$ cat src/rtl/sar_pkg.sv
package sar_pkg;

   typedef enum logic [1:0] {
      SAR_IDLE = 2'd0,
      SAR_RUN  = 2'd1,
      SAR_DONE = 2'd2
   } sar_state_e;

   function automatic int unsigned sar_cnt_width(input int unsigned nbits);
      return (nbits < 2) ? 1 : $clog2(nbits + 1);
   endfunction

endpackage

$ cat src/rtl/sar_bit_seq.sv
module sar_bit_seq
   import sar_pkg::*;
#(
   parameter int unsigned N_BITS = 8
) (
   input  logic              clk,
   input  logic              rst,
   input  logic              start,
   output logic [N_BITS-1:0] ptr,
   output logic              busy,
   output logic              last
);

   localparam logic [N_BITS-1:0] MSB_ONLY = {1'b1, {(N_BITS-1){1'b0}}} >> 0;

   sar_state_e        state_q;
   logic [N_BITS-1:0] ptr_q;

   always_ff @(posedge clk) begin
      if (rst) begin
         state_q <= SAR_IDLE;
         ptr_q   <= '0;
      end else if (start) begin
         state_q <= SAR_RUN;
         ptr_q   <= MSB_ONLY;
      end else if (state_q == SAR_RUN) begin
         if (ptr_q[0]) begin
            state_q <= SAR_DONE;
            ptr_q   <= '0;
         end else begin
            ptr_q   <= ptr_q >> 1;
         end
      end
   end

   assign busy = (state_q == SAR_RUN);
   assign ptr  = ptr_q;
   assign last = busy && ptr_q[0];


   ptr_onehot_chk: assert property (@(posedge clk) disable iff (rst)
      $onehot0(ptr_q));


   ptr_walk_chk: assert property (@(posedge clk) disable iff (rst)
      (busy && !start && !ptr_q[0]) |=> (busy && ptr_q == ($past(ptr_q) >> 1)));


   restart_msb_chk: assert property (@(posedge clk) disable iff (rst)
      start |=> (busy && ptr_q == MSB_ONLY));


   run_ptr_live_chk: assert property (@(posedge clk) disable iff (rst)
      busy |-> (ptr_q != '0));

endmodule

$ cat src/rtl/sar_code_reg.sv
module sar_code_reg #(
   parameter int unsigned N_BITS = 8
) (
   input  logic              clk,
   input  logic              rst,
   input  logic              clear,
   input  logic              step,
   input  logic [N_BITS-1:0] ptr,
   input  logic              comp_hi,
   output logic [N_BITS-1:0] code_q,
   output logic [N_BITS-1:0] code_next
);

   for (genvar b = 0; b < N_BITS; b++) begin : g_bit
      always_comb begin
         if (clear)
            code_next[b] = 1'b0;
         else if (step && ptr[b])
            code_next[b] = comp_hi;
         else
            code_next[b] = code_q[b];
      end
   end

   always_ff @(posedge clk) begin
      if (rst)
         code_q <= '0;
      else
         code_q <= code_next;
   end


   keep_drop_chk: assert property (@(posedge clk) disable iff (rst)
      (step && !clear) |=> (((code_q & $past(ptr)) != '0) == $past(comp_hi)));


   clear_chk: assert property (@(posedge clk) disable iff (rst)
      clear |=> (code_q == '0));

endmodule

$ cat src/rtl/sar_adc_ctrl.sv
module sar_adc_ctrl
   import sar_pkg::*;
#(
   parameter int unsigned N_BITS = 8
) (
   input  logic              clk,
   input  logic              rst,
   input  logic              start,
   input  logic              comp_hi,
   output logic [N_BITS-1:0] dac_code,
   output logic [N_BITS-1:0] result,
   output logic              eoc
);

   localparam int unsigned CW = sar_cnt_width(N_BITS);

   if (N_BITS < 1) begin : g_bad_width
      $error("sar_adc_ctrl: N_BITS must be at least 1");
   end

   logic [N_BITS-1:0] ptr;
   logic              busy;
   logic              last;
   logic [N_BITS-1:0] code_q;
   logic [N_BITS-1:0] code_next;
   logic [N_BITS-1:0] result_q;
   logic              eoc_q;

   sar_bit_seq #(.N_BITS(N_BITS)) seq_i (
      .clk   (clk),
      .rst   (rst),
      .start (start),
      .ptr   (ptr),
      .busy  (busy),
      .last  (last)
   );

   sar_code_reg #(.N_BITS(N_BITS)) code_i (
      .clk       (clk),
      .rst       (rst),
      .clear     (start),
      .step      (busy),
      .ptr       (ptr),
      .comp_hi   (comp_hi),
      .code_q    (code_q),
      .code_next (code_next)
   );

   always_ff @(posedge clk) begin
      if (rst) begin
         eoc_q    <= 1'b0;
         result_q <= '0;
      end else if (start) begin
         eoc_q    <= 1'b0;
      end else if (last) begin
         eoc_q    <= 1'b1;
         result_q <= code_next;
      end
   end

   assign dac_code = code_q | ptr;
   assign result   = result_q;
   assign eoc      = eoc_q;

   logic [CW-1:0] run_cnt;
   always_ff @(posedge clk) begin
      if (rst || start)
         run_cnt <= '0;
      else if (busy)
         run_cnt <= run_cnt + 1'b1;
   end


   conv_len_chk: assert property (@(posedge clk) disable iff (rst)
      $rose(eoc_q) |-> (run_cnt == CW'(N_BITS)));


   hold_chk: assert property (@(posedge clk) disable iff (rst)
      (eoc_q && !start) |=> (eoc_q && $stable(result_q) && $stable(dac_code)));


   start_drop_chk: assert property (@(posedge clk) disable iff (rst)
      start |=> !eoc_q);


   keep_old_chk: assert property (@(posedge clk) disable iff (rst)
      (start && !last) |=> $stable(result_q));


   trial_shape_chk: assert property (@(posedge clk) disable iff (rst)
      busy |-> (!eoc_q && (dac_code & ptr) == ptr && (dac_code & (ptr - 1'b1)) == '0));

endmodule

$ cat config.mk
export PLATFORM = sky130hd
export DESIGN_NAME = sar_adc_ctrl
export DESIGN_NICKNAME = d
export VERILOG_FILES = /design/src/rtl/sar_pkg.sv /design/src/rtl/sar_bit_seq.sv /design/src/rtl/sar_code_reg.sv /design/src/rtl/sar_adc_ctrl.sv
export SDC_FILE = /design/constraint.sdc
export NUM_CORES = 1
export LEC_CHECK = 0
export ABC_AREA = 1
export BUFFER_PORTS_ARGS = -buffer_cell sky130_fd_sc_hd__buf_2
export CORE_MARGIN = 2
export CORE_UTILIZATION = 51
export CTS_CLUSTER_DIAMETER = 120
export DETAILED_ROUTE_END_ITERATION = 12
export PLACE_DENSITY_LB_ADDON = 0.08
export SYNTH_ARGS = -nofsm -noshare
export SYNTH_HDL_FRONTEND = slang
export SYNTH_SLANG_ARGS = --single-unit
$ cat constraint.sdc
create_clock -name clk -period 1.4 [get_ports clk]
set_input_delay 0.28 -clock clk [delete_from_list [all_inputs] [get_ports clk]]
set_output_delay 0.28 -clock clk [all_outputs]
set_load 0.01 [all_outputs]
==> out/results.txt, run 1 <==
The simple-gate area share of the yosys netlist works out to 28.39%. The detailed-router iteration count before antenna repair was 4. The starting density of the core is 54.15%, and the initial antenna violation count is 0. The final critical delay including setup and external delays works out to 1.332 ns. Detailed placement ended at an HPWL of 1627 µm.

The flow ran to the end, and the final reports show no timing, DRC or antenna violations. The tools report the number of DRC violations after detailed-routing iteration 0 as 18. Data arrives at the worst endpoint at 1.05 ns.

Setup slack closes at 0.06788 ns. Clock tree synthesis inserted a total of 3 buffers. Share of the clock period used by the worst path after layout: 95.15%. STA classifies the critical path startpoint as a flop. At the pin with the least slew margin, the transition time is 0.2482 ns. The repair_antennas step left the layout with diodes totalling 0.

The fill cell total of the finished layout was 200. Among all cell types in the netlist, the one instantiated most often is sky130_fd_sc_hd__nand2_1. Counting along the longest clock path gives a buffer depth of 2. After synthesis, the largest area contributor takes up 49.00% of total cell area.

The worst setup timing slack at the placement stage is 0.1225 ns, and the depth of the worst register-to-register path is 6. The run gives 2322 µm as the routed wire length. On the final layout, the worst clock skew is 0.004868 ns.

For the multi-input gate area in the final layout, the log shows 447.9 µm². Cells fill 66.45% of the core in the end. The synthesized netlist contains 18 unique library cells. The start of the worst register-to-register path was seq_i.state_q[1]. The worst hold margin was 0.1919 ns; the vertical die dimension was 49.64 µm. Of the cells placed in the final design, the portion with a size suffix greater than 1 is 27.71%. Ranked by instance count, the synthesized netlist is headed by 30 x sky130_fd_sc_hd__nand2_1, 26 x sky130_fd_sc_hd__dfxtp_1, 22 x sky130_fd_sc_hd__inv_1.

Global routing finished with a remaining overflow of 0. The detail-routed net length per standard cell is 12.03 µm, and the arithmetic-cell share of the synthesized area counting full adders, half adders and majority gates is 0%. The logs give 0 for the remaining antenna violation count and 187 for the number of placed cells counting well taps. The completed layout was analyzed and its total power is 1.337 mW. After Yosys synthesis, XOR and XNOR cells account for 0% of the synthesized area. On the worst path, the slowest cell contributes a delay of 0.37 ns.

The power density over the cells was 1025 nW/µm². The fraction of synthesis flops using an asynchronous set or reset pin is 0%. The first global-routing pass estimated 3898 µm of wire.

For the final-report setup violation count, the log shows 0. The detailed-route DRC error count came out at 0. The core region is 1962 µm². Port buffering added 20 buffers.

The synthesized-area fraction occupied by ao, oa, aoi and oai cells works out to 13.07%. The flip-flop and latch count after synthesis works out to 26. For this run, the register share of the synthesized area comes to 49.00%. The critical path ends at dac_code[3]. The total number of H-tree levels is 1.

Counting every net in the synthesized netlist gives 143. The maximum ir drop on the vdd rail came out at 0.6700 mV. The area of all placed cells without fillers was 1304 µm².

Launching instance or port of the critical path: seq_i.ptr[3]. In the routed layout, each cell is associated on average with a via count of 4.886. The layout-stage area growth over the synthesis result is 22.73%. The run gives 850 as the number of global-route vias before repair. The placed instances occupy a cell area of 1200 µm². Counting flops with a built-in enable in the synthesized netlist gives 0. Summing over every cut layer, the via total after detailed routing is 943. The library cell occupying the most area in the post-synthesis netlist was sky130_fd_sc_hd__dfxtp_1. The critical path is of the flop to primary output type.

After synthesis the cells add up to 1062 µm². Setup repair after global routing left no endpoint under its margin. The initialized floorplan defines 16 standard-cell rows. Across the whole layout, storage elements account for 530.5 µm². The tools report the source-to-sink clock delay at the later pin of the worst-skew pair as 0.32 ns. The total negative setup slack is 0 ns, and the layout net count is 171.

The maximum net fanout on the critical path is 2. The floorplan step set the die width to 49.64 µm. The worst register-to-register path has a setup slack of 0.22 ns.

The signal on the critical path passes through or2_4 -> buf_6. Timing would allow up to 750.7 MHz. In this run the critical register-to-register path is captured at result[1]. The capturing element type of the critical path was a primary output.

Multiplexer cells account for 0% of the synthesized area. By area the synthesized netlist is led by sky130_fd_sc_hd__dfxtp_1 49%, sky130_fd_sc_hd__nand2_1 11%, sky130_fd_sc_hd__nand3_1 8.0%. In this run the static leakage power is 0.6041 nW. The total routing resource utilization after global routing is 20.99%, and the clock-pin slew on the worst setup and hold paths is 0.14 ns.

The remaining max-slew budget at the tightest pin is 83.44%. The count of endpoints failing hold in the final timing report is 0, and the number of primary I/O pins is 21. The max-slew violation count is 0, and the maximum number of pins on one net before global-route repair is 17. The number of hold buffers added after CTS was 0. Max-cap violations in this run came to 0. TritonCTS built the clock tree. Buffer type at the clock tree root: sky130_fd_sc_hd__clkbuf_4. Leading register cell type out of synthesis: sky130_fd_sc_hd__dfxtp_1. Die outline area: 2464 µm². The logs give 139 for the number of instances in the synthesized netlist and 26 for the sink count of the clock tree. The largest family of logic cells by synthesized area is simple AND/OR/NAND/NOR gates. Worst min-delay path class: input port to flop. Weighted congestion at the end of routability-driven global placement: 0.8216. Each instance of the synthesized netlist takes up on average 7.642 µm². At the worst endpoint, the required time is 1.12 ns.

Among all stages on the critical path, the largest delay is contributed by sky130_fd_sc_hd__dfxtp_4. The Yosys step of the flow raised 0 warnings. The final non-filler cell total was 193.
==> worst min-delay path by stage <==
stage / startpoint / slack (ns) / end / cells past startpoint
floorplan: rst / 0.35 / result[3] / 1
finish: rst / 0.19 / seq_i.ptr[7] / 2
CTS: rst / 0.19 / seq_i.ptr[7] / 2
global placement: result[7] / 0.45 / result[7] / 2
global route: rst / 0.20 / result[7] / 2
detailed placement: result[7] / 0.46 / result[7] / 2
==> worst max-delay path, delay by kind of cell (launching register included) <==
kind	cells	cell delay, ns
buffers and inverters	1	0.12
flip-flops	1	0.37
AND/OR/NAND/NOR	1	0.24
==> where the power goes <==
part	total [mW]	switching [mW]	internal [mW]
Clock	0.514	0.224	0.290
Combinational	0.0716	0.0463	0.0254
Sequential	0.751	0.00764	0.743
==> flip-flops by register name, summed over array words and instances, names as in the netlist <==
signal,count
code_i.code_q,8
result,8
seq_i.ptr,8
seq_i.state_q,2
==> metal layers <==
layer  up-vias  global-route usage [%]  part of all wire (%)
met2        28                   29.78                    44
met3         4                   3.636                   5.5
met4         0                   9.722                   1.7
met5         -                       0                     0
met1       407                   30.77                    49
li1        504                       -                     -
==> timing repair <==
item	4_1_cts	5_1_grt
setup buffers	1	1
pin swaps	0	0
resized for setup	3	11
endpoints found under the setup margin	2	9
==> cell usage in the layout, fill, tap and decap left out <==
master / count
sky130_fd_sc_hd__nand2_1: 30
sky130_fd_sc_hd__dfxtp_1: 22
sky130_fd_sc_hd__inv_1: 20
sky130_fd_sc_hd__nand3_1: 17
sky130_fd_sc_hd__buf_2: 17
sky130_fd_sc_hd__a21oi_1: 12
sky130_fd_sc_hd__nor2_1: 7
sky130_fd_sc_hd__o21ai_1: 7
sky130_fd_sc_hd__inv_2: 4
sky130_fd_sc_hd__buf_4: 4
sky130_fd_sc_hd__or2_4: 3
sky130_fd_sc_hd__o21ai_2: 3
sky130_fd_sc_hd__clkbuf_4: 3
sky130_fd_sc_hd__buf_6: 3
sky130_fd_sc_hd__nand4_1: 2
sky130_fd_sc_hd__o21ai_0: 2
sky130_fd_sc_hd__dfxtp_2: 2
sky130_fd_sc_hd__dfxtp_4: 2
sky130_fd_sc_hd__nand2_4: 1
sky130_fd_sc_hd__nor2_2: 1
sky130_fd_sc_hd__nand3_4: 1
sky130_fd_sc_hd__a211oi_1: 1
sky130_fd_sc_hd__nor2_4: 1
sky130_fd_sc_hd__bufinv_16: 1
==> layout make-up <==
type,count,area share (%)
clock buffers,3,1.727
clock inverters,1,2.303
inverters,24,6.910
multi-input cells,88,34.36
flip-flops and latches,26,40.69
well taps,27,2.591
repair buffers,24,11.42
==> kinds of logic after synthesis <==
kind of cell           after synthesis
AOI/OAI and AO/OA                   25
buffers and inverters               25
DFF                                 26
and+or+nand+nor                     63
(Power assumes the default switching activity.)
==> run 2: changes to the inputs <==
Settings changed: GPL_TIMING_DRIVEN set to 0, MAX_ROUTING_LAYER set to met4.
==> out/results.txt, run 2 (same netlist as run 1, synthesis figures left out) <==
The flow ran to the end, and the final reports show no timing, DRC or antenna violations. The detailed-route DRC error count is 0 (unchanged), and the maximum ir drop on the vdd rail is 0.5292 mV (-21%). The setup clock skew after layout was 0.002770 ns (-0.002098 ns). The source-to-sink clock delay at the later pin of the worst-skew pair came out at 0.32 ns (about the same). The worst hold margin was 0.2072 ns (+0.01532 ns); the measured slew at the worst slew-check pin was 0.2963 ns (+0.04815 ns). The run gives 0.8309 (+1.1%) as the weighted congestion at the end of routability-driven global placement. Layout net count: 170 (-0.58%). Starting density of the core: 54.15% (unchanged). The arrival time at the worst endpoint was 1.06 ns (about the same). The maximum operating frequency was 747.1 MHz (-0.48%); the worst-case clock buffer depth was 2 (unchanged).

Via-per-instance ratio: 4.901 (+0.30%). The sum of net half-perimeters after detailed placement is 1557 µm (-4.3%), and the quantity of I/O buffers inserted on ports is 20 (unchanged). Capturing element type of the critical path: a primary output. Class of the most critical setup path: flop to primary output. The buffer type at the clock tree root was sky130_fd_sc_hd__clkbuf_4. For the total negative setup slack, the log shows 0 ns (unchanged).

Setup repair after global routing left no endpoint under its margin. The power density over the cells was 896.3 nW/µm² (-13%); the die width was 49.64 µm (unchanged). From synthesis to final layout, the design area changed by 19.55%.

For the core area, the log shows 1962 µm² (unchanged). Total number of H-tree levels: 1 (unchanged). The die outline area was 2464 µm² (unchanged); the detailed-router iteration count before antenna repair was 4 (unchanged).

The area of all placed cells without fillers is 1270 µm² (-2.6%), and the number of max-cap violations is 0 (unchanged). The path class of the tightest hold or removal check is input port to flop. The tools report the routed wire length as 2214 µm (-4.7%). In the layout the commonest cells are 30 x sky130_fd_sc_hd__nand2_1, 22 x sky130_fd_sc_hd__dfxtp_1, 20 x sky130_fd_sc_hd__inv_1. Number of global-route vias before repair: 834 (-1.9%). The cell row count is 16 (unchanged), and the total number of vias is 936 (-0.74%). STA classifies the critical path startpoint as a flop. Final critical delay including setup and external delays: 1.339 ns (+0.006447 ns).

Standard cell area after detailed placement: 1196 µm² (-0.31%). The required time of the critical path came out at 1.12 ns (about the same). The remaining max-slew budget at the tightest pin came out at 80.22% (-3.2 points). Most frequent standard cell in the layout excluding fill and tap cells: sky130_fd_sc_hd__nand2_1. Sink count of the clock tree: 26 (unchanged).

The remaining antenna violation count was 0 (unchanged); the clock-pin slew on the worst setup and hold paths was 0.13 ns (about the same). The detail-routed net length per standard cell is 11.59 µm (-3.7%), and the total routing resource utilization after global routing is 20.62% (-0.37 points). The number of primary I/O pins is 21 (unchanged). The layout cell share with drive strength beyond 1 works out to 26.83% (-0.88 points). Max-slew violation count: 0 (unchanged).

The count of inserted antenna diode cells is 0 (unchanged), and the critical path's largest stage delay is 0.38 ns (about the same). The final-report setup violation count was 0 (unchanged). The total of hold buffers inserted after clock tree synthesis was 0 (unchanged); the number of DRC violations after detailed-routing iteration 0 was 19 (+1).

Walking the worst path, the cells encountered are or2_4 -> buf_6. On the critical path, the stage with the largest delay is an instance of sky130_fd_sc_hd__dfxtp_4. The logs give 0 (unchanged) for the count of endpoints failing hold in the final timing report and 64.73% (-1.7 points) for the utilization after layout. Vertical die dimension: 49.64 µm (unchanged). The number of placed cells counting well taps came out at 186 (-0.53%). The share of the clock period used by the worst path after layout is 95.61% (+0.46 points), and the total clock buffers created by CTS is 3 (unchanged). The initial antenna violation count was 0 (unchanged); the maximum number of pins on one net before global-route repair was 14 (-3). TritonCTS built the clock tree. The final non-filler cell total is 191 (-1.0%). Maximum net fanout on the critical path: 4 (+2).

The first-pass GRT wire length is 3767 µm (-3.4%). The run gives 0 (unchanged) as the total grt overflow. Reported leakage power: 0.5864 nW (-2.9%).
-- run 2: routing by layer --
| metal | global-route usage (%) | up-vias | wire, µm |
|---|---|---|---|
| met5 | - | - | 0 |
| met4 | 8.333 | 0 | 42 |
| met3 | 2.727 | 5 | 80 |
| met2 | 28.44 | 21 | 1006 |
| met1 | 30.37 | 416 | 1084 |
| li1 | - | 494 | - |
-- run 2: what timing repair did --
| action | in CTS | in global routing |
|---|---|---|
| endpoints found under the hold margin | 0 | 0 |
| gates resized for setup | 1 | 13 |
| buffers inserted | 0 | 2 |
| pin swaps | 0 | 0 |
| setup endpoints to repair | 1 | 6 |
-- run 2: critical path, delay by kind of cell, from the launching register on --
family	cells	cell delay (ns)
flops	1	0.38
simple gates	1	0.25
buf+inv	1	0.12
-- run 2: cell type report --
type | count | area, µm²
inverter | 24 | 90.09
sequential | 26 | 530.5
buffer | 1 | 11.26
clock buffer | 3 | 22.52
timing repair buffer | 22 | 133.9
fill | 214 | 691.9
tap | 27 | 33.78
multi-input combinational | 88 | 447.9
-- run 2: path summary, 6_finish.rpt --
path	startpoint	endpoint	slack [ns]	cells past startpoint
max	seq_i.ptr[3]	dac_code[3]	0.06	2
min	rst	seq_i.ptr[7]	0.21	2
max reg2reg	seq_i.state_q[1]	result[1]	0.24	6
min reg2reg	seq_i.ptr[4]	seq_i.ptr[4]	0.48	2
-- run 2: per-stage QoR --
step / power, mW / setup slack (ns)
final: 1.138 / 0.06143
after global routing: 1.191 / 0.02176
after CTS: 1.138 / 0.002322
after detailed placement: 0.8335 / 0.09019
after global placement: 0.8322 / 0.1511
after floorplan: 0.8082 / 0.2626
-- run 2: report_power, final --
part           internal, mW  total [mW]  leakage (nW)  switching, mW
combinational        0.0255      0.0726         0.361         0.0470
clock                 0.101       0.314        0.0138          0.213
sequential            0.743       0.751         0.212        0.00801
==> run 3: changes to the inputs <==
Settings changed: BUFFER_PORTS_ARGS -buffer_cell sky130_fd_sc_hd__buf_2 to not set, DONT_BUFFER_PORTS set to 1.
==> out/results.txt, run 3 (same netlist as run 1, synthesis figures left out) <==
Total number of H-tree levels: 1 (unchanged). The final critical delay including setup and external delays works out to 1.295 ns (-0.04349 ns). The tools report the worst-case clock buffer depth as 2 (unchanged).

The maximum number of pins on one net before global-route repair came out at 14 (unchanged). Core area: 1962 µm² (unchanged). The tools report the number of primary I/O pins as 21 (unchanged). In the layout the commonest cells are 30 x sky130_fd_sc_hd__nand2_1, 26 x sky130_fd_sc_hd__dfxtp_1, 21 x sky130_fd_sc_hd__inv_1. The count of inserted antenna diode cells was 0 (unchanged). The required time of the critical path came out at 1.12 ns (about the same).

The depth of the worst register-to-register path is 5 (-1). The measured slew at the worst slew-check pin is 0.3535 ns (+0.05712 ns), and the number of DRC violations after detailed-routing iteration 0 is 27 (+8). For the number of max-cap violations, the log shows 0 (unchanged). Remaining max-slew budget at the tightest pin: 76.40% (-3.8 points). The detail-routed net length per standard cell is 11.71 µm (+1.0%), and the remaining antenna violation count is 0 (unchanged). The die width was 49.64 µm (unchanged). The layout cell share with drive strength beyond 1 works out to 11.89% (-15 points). The share of the clock period used by the worst path after layout is 92.51% (-3.1 points), and the total negative setup slack is 0 ns (unchanged). The run gives 781 (-6.4%) as the number of global-route vias before repair. The area growth from synthesis to layout is 6.242%. Power density over the cells: 976.8 nW/µm² (+9.0%). TritonCTS built the clock tree. The tools report the capturing element type of the critical path as a primary output.

The vertical die dimension was 49.64 µm (unchanged). The worst setup path is launched from a flop. The first-pass GRT wire length is 3463 µm (-8.1%), and the maximum ir drop on the vdd rail is 0.6027 mV (+14%). The routed wire length is 1991 µm (-10%), and the maximum net fanout on the critical path is 8 (+4). The worst hold path begins at rst. Met1 layer wirelength in the final routing: 996 µm (-8.1%).

The via-per-instance ratio was 5.100 (+4.1%). For the total grt overflow, the log shows 0 (unchanged). Initial antenna violation count: 0 (unchanged). The number of cells on the worst hold path works out to 1 (-1).

The tools report the start of the worst register-to-register path as seq_i.state_q[0]. The logs give 0 (unchanged) for the final-report setup violation count and 772.2 MHz (+3.4%) for the maximum operating frequency. The tools report the max-slew violation count as 0 (unchanged). The logs give 1.02 ns (-0.04 ns) for the arrival time at the worst endpoint and 26 (unchanged) for the sink count of the clock tree. The total power is 1.102 mW (-3.1%), and the number of placed cells counting well taps is 166 (-11%). The source-to-sink clock delay at the later pin of the worst-skew pair came out at 0.30 ns (-0.02 ns). The cell sitting at the root of the clock tree is a sky130_fd_sc_hd__clkbuf_4. Setup repair after global routing left no endpoint under its margin. The total routing resource utilization after global routing came out at 18.85% (-1.8 points).

The reported leakage power is 0.4720 nW (-20%). The run gives 1511 µm (-3.0%) as the sum of net half-perimeters after detailed placement. By startpoint and endpoint, the worst setup path is classified as flop to primary output.

The flow ran to the end, and the final reports show no timing, DRC or antenna violations. The detailed-route DRC error count was 0 (unchanged). The uppermost signal routing layer after detailed routing is met4.

The run gives 170 (-11%) as the final non-filler cell total. The quantity of I/O buffers inserted on ports was 0 (-100%). Worst min-delay path class: input port to flop. Most frequent standard cell in the layout excluding fill and tap cells: sky130_fd_sc_hd__nand2_1. The run gives 16 (unchanged) as the cell row count. The tools report the total length of routed met3 wires as 107 µm (+34%). Routed length on met2: 873 µm (-13%). The layout net count came out at 149 (-12%). The count of endpoints failing hold in the final timing report was 0 (unchanged); the total clock buffers created by CTS was 3 (unchanged). The starting density of the core was 54.15% (unchanged). For the number of setup buffers added after CTS, the log shows 0 (unchanged). In this run the worst setup path begins at seq_i.ptr[0]. The logs give 867 (-7.4%) for the total number of vias and 5 (+1) for the detailed-router iteration count before antenna repair. The die outline area is 2464 µm² (unchanged), and the setup clock skew after layout is 0.002162 ns (-0.0006083 ns).

The clock-pin slew on the worst setup and hold paths is 0.12 ns (about the same). The weighted congestion at the end of routability-driven global placement came out at 0.8042 (-3.2%).
[run 3: changes by cell type in the layout (fill, tap and decap cells not counted)]
cell | previous run | this run
sky130_fd_sc_hd__buf_2 | 17 | 0
sky130_fd_sc_hd__buf_4 | 2 | 0
sky130_fd_sc_hd__buf_6 | 4 | 1
sky130_fd_sc_hd__dfxtp_1 | 22 | 26
sky130_fd_sc_hd__dfxtp_2 | 2 | 0
sky130_fd_sc_hd__dfxtp_4 | 2 | 0
sky130_fd_sc_hd__dlygate4sd3_1 | 0 | 1
sky130_fd_sc_hd__inv_1 | 20 | 21
sky130_fd_sc_hd__inv_2 | 4 | 3
sky130_fd_sc_hd__or2_2 | 0 | 3
sky130_fd_sc_hd__or2_4 | 3 | 0
[run 3: path summary, 6_finish.rpt]
check                     endpoint  slack, ns
setup / recovery       dac_code[0]       0.10
hold / removal    code_i.code_q[3]       0.03
setup reg to reg         result[4]       0.10
hold reg to reg       seq_i.ptr[5]       0.47
[run 3: cell type report]
type | count | area, µm²
Fill cell | 220 | 833.3
Sequential cell | 26 | 520.5
Multi-Input combinational cell | 88 | 440.4
Inverter | 24 | 90.09
Tap cell | 27 | 33.78
Clock buffer | 3 | 22.52
Buffer | 1 | 11.26
Timing Repair Buffer | 1 | 10.01
[run 3: through the flow]
stage                     utilization (%)  setup slack [ns]  hold slack, ns  area (µm²)
after floorplan                         -            0.2626          0.3491        1062
after global placement              55.87            0.1140          0.3497        1096
after detailed placement            55.87           0.09475          0.3518        1096
after CTS                           57.02           0.07904         0.01536        1119
after global routing                57.53          0.009069        0.001906        1129
final                               57.53            0.1049         0.02538        1129
[run 3: metal layers]
| metal | GRT usage (%) | up-vias |
|---|---|---|
| li1 | - | 451 |
| met1 | 25.91 | 396 |
| met2 | 26.67 | 18 |
| met3 | 4.848 | 2 |
| met4 | 6.944 | 0 |
| met5 | - | - |
[run 3: worst max-delay path, stage by stage (launching register included)]
cell and delay, ns:
sky130_fd_sc_hd__dfxtp_1 0.35, sky130_fd_sc_hd__inv_1 0.21, sky130_fd_sc_hd__nand2_1 0.15
[run 3: power breakdown]
group	switching [mW]	internal [mW]
Combinational	0.0376	0.0164
Sequential	0.00892	0.745
Clock	0.194	0.100
Total	0.241	0.862
[run 3: timing repair]
action,4_1_cts,5_1_grt
setup endpoints to repair,0,7
endpoints found under the hold margin,0,3
hold buffers,0,1
gates resized for setup,0,1
